==> config.mk <==
export PLATFORM = sky130hd
export DESIGN_NAME = ucf_fill
export DESIGN_NICKNAME = d
export VERILOG_FILES = /design/src/rtl/ucf_pkg.sv /design/src/rtl/ucf_plru.sv /design/src/rtl/ucf_way_buf.sv /design/src/rtl/ucf_fill.sv
export SDC_FILE = /design/constraint.sdc
export NUM_CORES = 1
export LEC_CHECK = 0
export BUFFER_PORTS_ARGS = -buffer_cell sky130_fd_sc_hd__buf_4
export CORE_ASPECT_RATIO = 0.5
export CORE_MARGIN = 1
export CORE_UTILIZATION = 57
export CTS_BUF_LIST = sky130_fd_sc_hd__clkbuf_4 sky130_fd_sc_hd__clkbuf_8 sky130_fd_sc_hd__clkbuf_16
export CTS_CLUSTER_DIAMETER = 50
export DETAILED_ROUTE_END_ITERATION = 8
export GPL_TIMING_DRIVEN = 0
export PLACE_DENSITY = 0.76
export REMOVE_ABC_BUFFERS = 1
export SYNTH_ARGS = -nofsm -noshare
export SYNTH_HDL_FRONTEND = slang
export SYNTH_SLANG_ARGS = --single-unit
export TNS_END_PERCENT = 100
==> constraint.sdc <==
create_clock -name clk -period 7.42 [get_ports clk]
set_input_delay 0 -clock clk [delete_from_list [all_inputs] [get_ports clk]]
set_output_delay 0 -clock clk [all_outputs]
set_load 0.02 [all_outputs]
==> src/rtl/ucf_pkg.sv <==
package ucf_pkg;
  typedef enum logic [1:0] {
    FS_IDLE = 2'd0,
    FS_FILL = 2'd1,
    FS_DROP = 2'd2
  } fill_st_e;
endpackage

==> src/rtl/ucf_plru.sv <==
// Per-set tree pseudo-LRU with exclusion mask on the victim walk.
module ucf_plru #(
  parameter int SETS = 32,
  parameter int WAYS = 8,
  localparam int IDX_W = $clog2(SETS),
  localparam int WAY_W = $clog2(WAYS)
) (
  input  logic             clk,
  input  logic             rst,
  input  logic [IDX_W-1:0] rd_idx,
  input  logic [WAYS-1:0]  excl,
  input  logic             touch_en,
  input  logic [WAY_W-1:0] touch_way,
  output logic [WAY_W-1:0] victim
);
  logic [WAYS-2:0] tree_q [SETS];
  logic [WAYS-2:0] cur_t;
  logic [WAYS-2:0] next_t;

  assign cur_t = tree_q[rd_idx];

  // Walk: node bit 1 means the older side is the right subtree.
  always_comb begin
    int node, base, span;
    logic lf, rf, dir;
    node = 0;
    base = 0;
    span = WAYS;
    for (int l = 0; l < WAY_W; l++) begin
      span = span / 2;
      lf = 1'b0;
      rf = 1'b0;
      for (int w = 0; w < WAYS; w++) begin
        if (!excl[w]) begin
          if (w >= base && w < base + span) lf = 1'b1;
          if (w >= base + span && w < base + 2 * span) rf = 1'b1;
        end
      end
      dir = cur_t[node];
      if (dir && !rf) dir = 1'b0;
      else if (!dir && !lf) dir = 1'b1;
      if (dir) base = base + span;
      node = 2 * node + 1 + int'(dir);
    end
    victim = base[WAY_W-1:0];
  end

  // Update: every node on the path points away from the touched way.
  always_comb begin
    int node;
    logic dir;
    next_t = cur_t;
    node = 0;
    for (int l = 0; l < WAY_W; l++) begin
      dir = touch_way[WAY_W-1-l];
      next_t[node] = ~dir;
      node = 2 * node + 1 + int'(dir);
    end
  end

  always_ff @(posedge clk) begin
    if (rst) begin
      for (int s = 0; s < SETS; s++) tree_q[s] <= '0;
    end else if (touch_en) begin
      tree_q[rd_idx] <= next_t;
    end
  end
endmodule

==> src/rtl/ucf_way_buf.sv <==
// Staging buffer for the way currently being packed.
module ucf_way_buf #(
  parameter int SLOTS = 6,
  parameter int OFF_W = 5,
  parameter int LEN_W = 7,
  localparam int CNT_W = $clog2(SLOTS + 1)
) (
  input  logic                   clk,
  input  logic                   rst,
  input  logic                   ld_new,
  input  logic                   ld_app,
  input  logic [OFF_W-1:0]       in_off,
  input  logic [LEN_W-1:0]       in_len,
  input  logic [CNT_W-1:0]       in_nuop,
  output logic [CNT_W-1:0]       cnt,
  output logic [OFF_W-1:0]       start,
  output logic [LEN_W-1:0]       len,
  output logic [SLOTS-1:0]       first,
  output logic [SLOTS*OFF_W-1:0] soff
);
  logic [SLOTS-1:0]       first_n;
  logic [SLOTS*OFF_W-1:0] soff_n;

  always_comb begin
    int b;
    b = ld_new ? 0 : int'(cnt);
    first_n = ld_new ? '0 : first;
    soff_n  = ld_new ? '0 : soff;
    for (int s = 0; s < SLOTS; s++) begin
      if (s >= b && s < b + int'(in_nuop)) begin
        soff_n[s*OFF_W +: OFF_W] = in_off;
        first_n[s] = (s == b);
      end
    end
  end

  always_ff @(posedge clk) begin
    if (rst) begin
      cnt   <= '0;
      start <= '0;
      len   <= '0;
      first <= '0;
      soff  <= '0;
    end else if (ld_new || ld_app) begin
      cnt   <= ld_new ? in_nuop : cnt + in_nuop;
      start <= ld_new ? in_off : start;
      len   <= ld_new ? in_len : len + in_len;
      first <= first_n;
      soff  <= soff_n;
    end
  end
endmodule

==> src/rtl/ucf_fill.sv <==
module ucf_fill #(
  parameter int SETS     = 32,
  parameter int WAYS     = 8,
  parameter int SLOTS    = 6,
  parameter int MAX_WAYS = 3,
  parameter int TAG_W    = 20,
  parameter int OFF_W    = 5,
  parameter int LEN_W    = 7,
  localparam int IDX_W = $clog2(SETS),
  localparam int WAY_W = $clog2(WAYS),
  localparam int CNT_W = $clog2(SLOTS + 1),
  localparam int USE_W = $clog2(MAX_WAYS + 1)
) (
  input  logic                   clk,
  input  logic                   rst,
  input  logic                   in_vld,
  input  logic [TAG_W-1:0]       in_tag,
  input  logic [IDX_W-1:0]       in_idx,
  input  logic [OFF_W-1:0]       in_off,
  input  logic [LEN_W-1:0]       in_len,
  input  logic [CNT_W-1:0]       in_nuop,
  input  logic                   in_ucode,
  input  logic                   in_jmp,
  input  logic                   in_call,
  input  logic                   commit,
  input  logic                   flush,
  output logic                   wr_en,
  output logic [IDX_W-1:0]       wr_idx,
  output logic [WAY_W-1:0]       wr_way,
  output logic [TAG_W-1:0]       wr_tag,
  output logic [OFF_W-1:0]       wr_start,
  output logic [LEN_W-1:0]       wr_len,
  output logic [CNT_W-1:0]       wr_cnt,
  output logic [SLOTS-1:0]       wr_first,
  output logic [SLOTS*OFF_W-1:0] wr_soff,
  output logic                   inv_en,
  output logic [IDX_W-1:0]       inv_idx,
  output logic [WAYS-1:0]        inv_mask
);
  import ucf_pkg::*;

  fill_st_e          st_q, st_n;
  logic [TAG_W-1:0]  tag_q, tag_n;
  logic [IDX_W-1:0]  idx_q, idx_n;
  logic              open_q, open_n, seal_q, seal_n;
  logic [WAY_W-1:0]  way_q, way_n;
  logic [USE_W-1:0]  used_q, used_n;
  logic [WAYS-1:0]   done_q, done_n, held_q, held_n;

  logic              wr_go, inv_go, buf_new, buf_app, touch;
  logic [WAYS-1:0]   inv_m;
  logic [IDX_W-1:0]  rd_idx;
  logic [WAY_W-1:0]  victim;
  logic [CNT_W-1:0]  b_cnt, free;
  logic [OFF_W-1:0]  b_start;
  logic [LEN_W-1:0]  b_len;
  logic [SLOTS-1:0]  b_first;
  logic [SLOTS*OFF_W-1:0] b_soff;
  logic              need_new;

  assign rd_idx = (st_q == FS_IDLE) ? in_idx : idx_q;
  assign free   = CNT_W'(SLOTS) - b_cnt;

  ucf_plru #(.SETS(SETS), .WAYS(WAYS)) plru_i (
    .clk(clk), .rst(rst), .rd_idx(rd_idx), .excl(held_q),
    .touch_en(touch), .touch_way(victim), .victim(victim)
  );

  ucf_way_buf #(.SLOTS(SLOTS), .OFF_W(OFF_W), .LEN_W(LEN_W)) buf_i (
    .clk(clk), .rst(rst), .ld_new(buf_new), .ld_app(buf_app),
    .in_off(in_off), .in_len(in_len), .in_nuop(in_nuop),
    .cnt(b_cnt), .start(b_start), .len(b_len), .first(b_first), .soff(b_soff)
  );

  always_comb begin
    st_n = st_q;  tag_n = tag_q;  idx_n = idx_q;
    open_n = open_q;  seal_n = seal_q;  way_n = way_q;
    used_n = used_q;  done_n = done_q;  held_n = held_q;
    wr_go = 1'b0;  inv_go = 1'b0;  inv_m = '0;
    buf_new = 1'b0;  buf_app = 1'b0;  touch = 1'b0;
    need_new = !open_q || seal_q || in_ucode || (free < in_nuop);
    if (flush) begin
      if (st_q != FS_IDLE && |done_q) begin
        inv_go = 1'b1;
        inv_m  = done_q;
      end
      st_n = FS_IDLE;
    end else if (commit) begin
      if (st_q == FS_FILL && open_q) wr_go = 1'b1;
      st_n = FS_IDLE;
    end else if (in_vld && st_q != FS_DROP) begin
      if (st_q == FS_IDLE) begin
        tag_n = in_tag;
        idx_n = in_idx;
        st_n  = FS_FILL;
      end
      if (need_new && used_q == USE_W'(MAX_WAYS)) begin
        if (|done_q) begin
          inv_go = 1'b1;
          inv_m  = done_q;
        end
        st_n   = FS_DROP;
        open_n = 1'b0;
        done_n = '0;
      end else if (need_new) begin
        if (open_q) begin
          wr_go  = 1'b1;
          done_n = done_q | (WAYS'(1) << way_q);
        end
        buf_new = 1'b1;
        touch   = 1'b1;
        way_n   = victim;
        held_n  = held_q | (WAYS'(1) << victim);
        used_n  = used_q + 1'b1;
        open_n  = 1'b1;
        seal_n  = in_jmp | in_call | in_ucode;
      end else begin
        buf_app = 1'b1;
        seal_n  = in_jmp | in_call;
      end
    end
    if (st_n == FS_IDLE) begin
      open_n = 1'b0;  seal_n = 1'b0;  used_n = '0;
      done_n = '0;    held_n = '0;
    end
  end

  always_ff @(posedge clk) begin
    if (rst) begin
      st_q <= FS_IDLE;  tag_q <= '0;  idx_q <= '0;
      open_q <= 1'b0;  seal_q <= 1'b0;  way_q <= '0;
      used_q <= '0;  done_q <= '0;  held_q <= '0;
      wr_en <= 1'b0;  inv_en <= 1'b0;
    end else begin
      st_q <= st_n;  tag_q <= tag_n;  idx_q <= idx_n;
      open_q <= open_n;  seal_q <= seal_n;  way_q <= way_n;
      used_q <= used_n;  done_q <= done_n;  held_q <= held_n;
      wr_en <= wr_go;  inv_en <= inv_go;
    end
  end

  always_ff @(posedge clk) begin
    if (wr_go) begin
      wr_idx   <= idx_q;   wr_way   <= way_q;   wr_tag  <= tag_q;
      wr_start <= b_start; wr_len   <= b_len;   wr_cnt  <= b_cnt;
      wr_first <= b_first; wr_soff  <= b_soff;
    end
    if (inv_go) begin
      inv_idx  <= idx_q;
      inv_mask <= inv_m;
    end
  end
endmodule

**After elaboration in Yosys (flattened, before gate mapping)**

Memory sizes are Yosys's and may differ from the RTL's.
Index checks and enable logic that the tools add are counted.

- Flip-flop bits (word level): 195
- Memory bits (writable): 224
- Input port bits: 48
- Output and inout bits: 94
- Word-level logic and storage cells: 406
- Memories kept: 1

Memory list:

| memory | words | width | read ports | clocked after memory_dff | wr ports | line | text |
|---|---|---|---|---|---|---|---|
| plru_i.tree_q | 32 | 7 | 1 | 0 | 32 | ucf_plru.sv:16 | `logic [WAYS-2:0] tree_q [SETS];` |

- Add/subtract/negate cells: 15
- Order comparisons: 83
- Equal/unequal tests: 8
- Shift-type cells: 2
- Multiplexer cells: 159
- Bitwise gates (word level): 10
- Reductions and logical operators: 92

Operators with widths:

| kind | number |
|---|---|
| 4-bit by 32-bit < comparator with 1-bit output (first input constant) | 18 |
| 4-bit by 32-bit >= comparator with 1-bit output (first input constant) | 10 |
| 3-bit by 32-bit < comparator with 1-bit output (first input constant) | 10 |
| 3-bit by 32-bit >= comparator with 1-bit output (first input constant) | 6 |
| 1-bit by 32-bit < comparator with 1-bit output (first input constant) | 5 |
| 2-bit by 32-bit < comparator with 1-bit output (first input constant) | 5 |
| 32-bit by 5-bit < comparator with 1-bit output (second input constant) | 4 |
| 1-bit two-way mux | 122 |
| 1-bit by 32-bit >= comparator with 1-bit output (first input constant) | 3 |
| 2-bit by 32-bit >= comparator with 1-bit output (first input constant) | 3 |
| 8-bit two-way mux | 9 |
| 32-bit by 2-bit adder with 32-bit output | 2 |
| 32-bit by 2-bit adder with 32-bit output (second input constant) | 2 |
| 3-bit by 32-bit equality test with 1-bit output (first input constant) | 2 |
| 4-bit by 32-bit equality test with 1-bit output (first input constant) | 2 |
| 32-bit by 1-bit >= comparator with 1-bit output (second input constant) | 2 |
| 1-bit logical AND | 50 |
| 5-bit two-way mux | 8 |
| 32-bit by 4-bit adder with 32-bit output | 1 |
| 2-bit by 32-bit equality test with 1-bit output (first input constant) | 1 |
| 32-bit zero test | 1 |
| 30-bit two-way mux | 1 |
| 2-bit nonzero test | 9 |
| 3-bit by 4-bit >= comparator with 1-bit output (first input constant) | 4 |
| 40 further kinds | 89 |

**Logic depth before layout (Yosys ltp)**

- Word-level depth: 66
- Gate-level depth with buffers: 24
- Gate-level depth less buffers: 18

**Modules after synthesis**

From an unflattened synthesis, not the netlist that was laid out.

- Cell total of the unflattened synthesis: 1441
- Area, all modules: 18253.8 sq um

By module, submodules not included:

| module | instances | cells each | area an instance (sq um) |
|---|---|---|---|
| ucf_plru | 1 | 805 | 10684.0 |
| ucf_fill | 1 | 346 | 5004.8 |
| ucf_way_buf | 1 | 290 | 2565.0 |

**Worst setup path after synthesis**

OpenSTA, ideal clock, no wires.

- Kind: register -> register
- Start point: register st_q[0]
- End point: memory plru_i.tree_q[5][6] in the netlist's numbering (data pin)
- Library setup time: 282 ps
- Arrival: 4679 ps
- Data required time: 7138 ps
- Slack: 2458 ps
- Stages on the path, launching flop included: 19
- Period minus slack after synthesis: 4962 ps
- Path through: dfxtp_1 buf_2 o21ba_2 nor2_1 mux2_2 o32a_1 and4b_1 and2_1 o31a_2 clkinv_1 clkbuf_1 clkbuf_1 ha_1 o2111ai_1 o211ai_2 o21ai_1 buf_2 clkbuf_1 a311oi_2

RTL lines:

| element | line | text |
|---|---|---|
| from (decl) | ucf_fill.sv:42 | `fill_st_e st_q, st_n;` |
| from (signal assigned) | ucf_fill.sv:135 | `st_q <= st_n; tag_q <= tag_n; idx_q <= idx_n;` |
| to (decl) | ucf_plru.sv:16 |  |

==> metrics.cfg <==
[timing]
setup_viol=0
rsz0062_at_grt=false
hold_viol=0
drv_slew=0
fmax_ghz=0.139
whs_ns=0.246
tightestPinTransition_ns=1.41
skew_ns=0.0228
slew_headroom_pct=5.97
period_needed_ns=7.21
period_share_pct=97.1

[logic_synthesis]
synth_edf_count=316
dominantRegCellSynth=edfxtp_1
syn_inst=1659
yosysWarningCount=0
synth-seq-cells=419
syn_area_um2=19200
synthTopCellsByArea=edfxtp_1, dfxtp_1, a311oi_1
synth_seq_area_share_pct=60.3
yosys.area.top_type=edfxtp_1
synthDistinctLibCells=87
synthArstFlopShare_pct=0
synth_top_area_share_pct=49.5
syn_avg_cell_area_um2=11.5

[cts]
cts_setup_buffers=0
cts_sinks=419
cts-root-buf=clkbuf_16
cts_buffers=38
cts_tree=built
path_clk_slew_ns=0.07
clockBufferDepth=3
htree_levels=2
clk-insertion-delay-late_ns=0.55

[setup_path]
required_ns=7.74
cp_max_fo=39
crit_path_start_kind=flop
path_cells=or3_4 > nand2_4 > buf_12 > a2111oi_0 > nor4_1 > and4b_1 > and2_1 > o31a_2 > clkinv_2 > buf_16 > a21oi_2 > ha_1 > nor2_1 > mux2_1 > a32oi_1 > o2111a_1 > o21ai_4 > buf_12 > buf_16 > a311oi_1
endpoint_kind=flop
slowest_delay_ns=0.61
worstSetupPathType=reg2reg
critPathSlowestCell=o2111a_1
arrival_ns=7.52
r2r_slack_ns=0.21

[floorplanning]
num_rows=47
coreArea_um2=33000
dieHeight_um=132
start_util_pct=58.0
die_w_um=261
dieArea_um2=34400
ioPinCount=142

[detailed_routing]
drcViolationCount=8
dr.pass1.iters=9
final_antenna_net_count=0
wirelength_um=55100
drt_iter0_markers=2448
via_per_inst=6.77
wl_per_cell_um=24.8
vias=15060

[global_routing]
grt_max_degree=119
grt_pass1_wl_um=82700
grt.met2_usage_pct=49.4
grt_pass1_vias=14243
antenna_found_initial=1
track_usage_pct=31.3
globalRouteOverflowTotal=0
use_met3_pct=5.77
grt.met1_usage_pct=43.5
grt.busiest_layer=met2

[place]
dp_cells=2109
gp_congestion=0.940
dp.final_hpwl_um=33900
io_buffers=141

[cells_and_area]
layout_commonest_cell=edfxtp_1
areaGrowthSynthToFinish_pct=16.4
design.final.nets=1832
drive_above_1_share_pct=16.5
fin_cells=2225
num_antenna_cells=0
final_cell_mix=edfxtp_1, nand2_1, nor2_1

[power]
vdd_drop_max_uv=161
p_leak_nw=7.78
power_density_nw_per_um2=257

[hold_path]
min_path_type=in2reg

[run]
drv_cap=0

[outcome]
violations=DRC
status=complete, but fails checks

## state kept, by name (all words and copies together) (netlist names), 8 cells and up
register / count
buf_i.soff: 30
done_q: 8
held_q: 8
inv_mask: 8
plru_i.tree_q: 224
tag_q: 20
wr_soff: 30
wr_tag: 20
## area by class of cell
type	instances	area, µm²
multi-input cells	1063	6970
repair buffers	202	1840
clock inverters	13	140
inverters	34	129
flip-flops and latches	419	11600
clock buffers	53	1110
fillers	2282	10800
well taps	441	552
## report_power, final
| part | leakage (nW) | switching [W] | total (W) | internal [W] |
|---|---|---|---|---|
| sequential | 3.94 | 0.0000312 | 0.00260 | 0.00257 |
| clock | 0.630 | 0.000857 | 0.00200 | 0.00115 |
| combinational | 3.21 | 0.000828 | 0.00112 | 0.000297 |
| total | 7.78 | 0.00172 | 0.00573 | 0.00401 |
## path summary, 6_finish.rpt
check,from,end,cells past startpoint
worst max register to register,st_q[1]$_SDFF_PP0_,plru_i.tree_q[25][5]$_SDFFCE_PN0P_,20
worst min register to register,buf_i.soff[22]$_SDFFE_PP0P_,wr_soff[22]$_DFFE_PP_,0
worst min-delay path,rst,way_q[1]$_SDFFE_PP0P_,2
worst max-delay path,st_q[1]$_SDFF_PP0_,plru_i.tree_q[25][5]$_SDFFCE_PN0P_,20
## critical path: cells and delay by family, from the launching register on
family	cells	cell delay [ns]
simple gates	6	2.01
mux	1	0.30
flops	1	0.46
fa+ha+maj	1	0.42
buf+inv	5	1.45
compound gates	7	2.29
## repair_timing
item | CTS | global route
hold endpoints to repair | 76 | 0
hold buffers | 44 | 0
resized for setup | 9 | 6
setup endpoints to repair | 137 | 130
pin swaps | 1 | 3
gates cloned | 1 | 3
## synth_stat cells (all sizes together) (5+ instances only)
cell type	instances
o31ai	5
and2	11
inv	33
nand2	200
o21ai	24
nor2	151
o311ai	9
a22oi	26
edfxtp	316
and3	30
clkbuf	99
nor4b	6
a311oi	131
ha	23
nand2b	35
dfxtp	103
a211oi	19
nor4	8
a21oi	111
or3	8
buf	48
a21o	10
mux4	23
a2111oi	5
nand3	60
o211ai	14
mux2	6
nor3	25
nor2b	17
a32o	6
a31oi	16
a21boi	5
## routing by layer
layer	vias to the layer above	share of wire, %
li1	6534	-
met1	7338	39
met2	1027	47
met3	161	11
met4	0	3.5
met5	-	0
## through the flow
stage / instance area [µm²] / setup WS [ns] / utilization, % / total power, W / TNS (ns)
floorplan: 18500 / -2.87 / - / 0.00318 / -375.35
global placement: 20100 / -8.48 / 60.7 / 0.00348 / -1200.51
detailed placement: 20500 / -1.68 / 61.9 / 0.00365 / -199.87
CTS: 22200 / 0.0325 / 67.2 / 0.00564 / 0
global route: 22300 / 0.0223 / 67.5 / 0.00585 / 0
finish: 22300 / 0.213 / 67.5 / 0.00573 / 0
## logic make-up after synthesis
| group | synth area share, % |
|---|---|
| AO/OA/AOI/OAI | 16.1 |
| XOR/XNOR | 0.274 |
| adder cells (fa/ha/maj) | 1.82 |
| buffers and inverters | 4.27 |
| flip-flops | 60.3 |
| multiplexers | 3.18 |
| AND/OR/NAND/NOR | 14.1 |
Power figures use the tool's default switching activity.
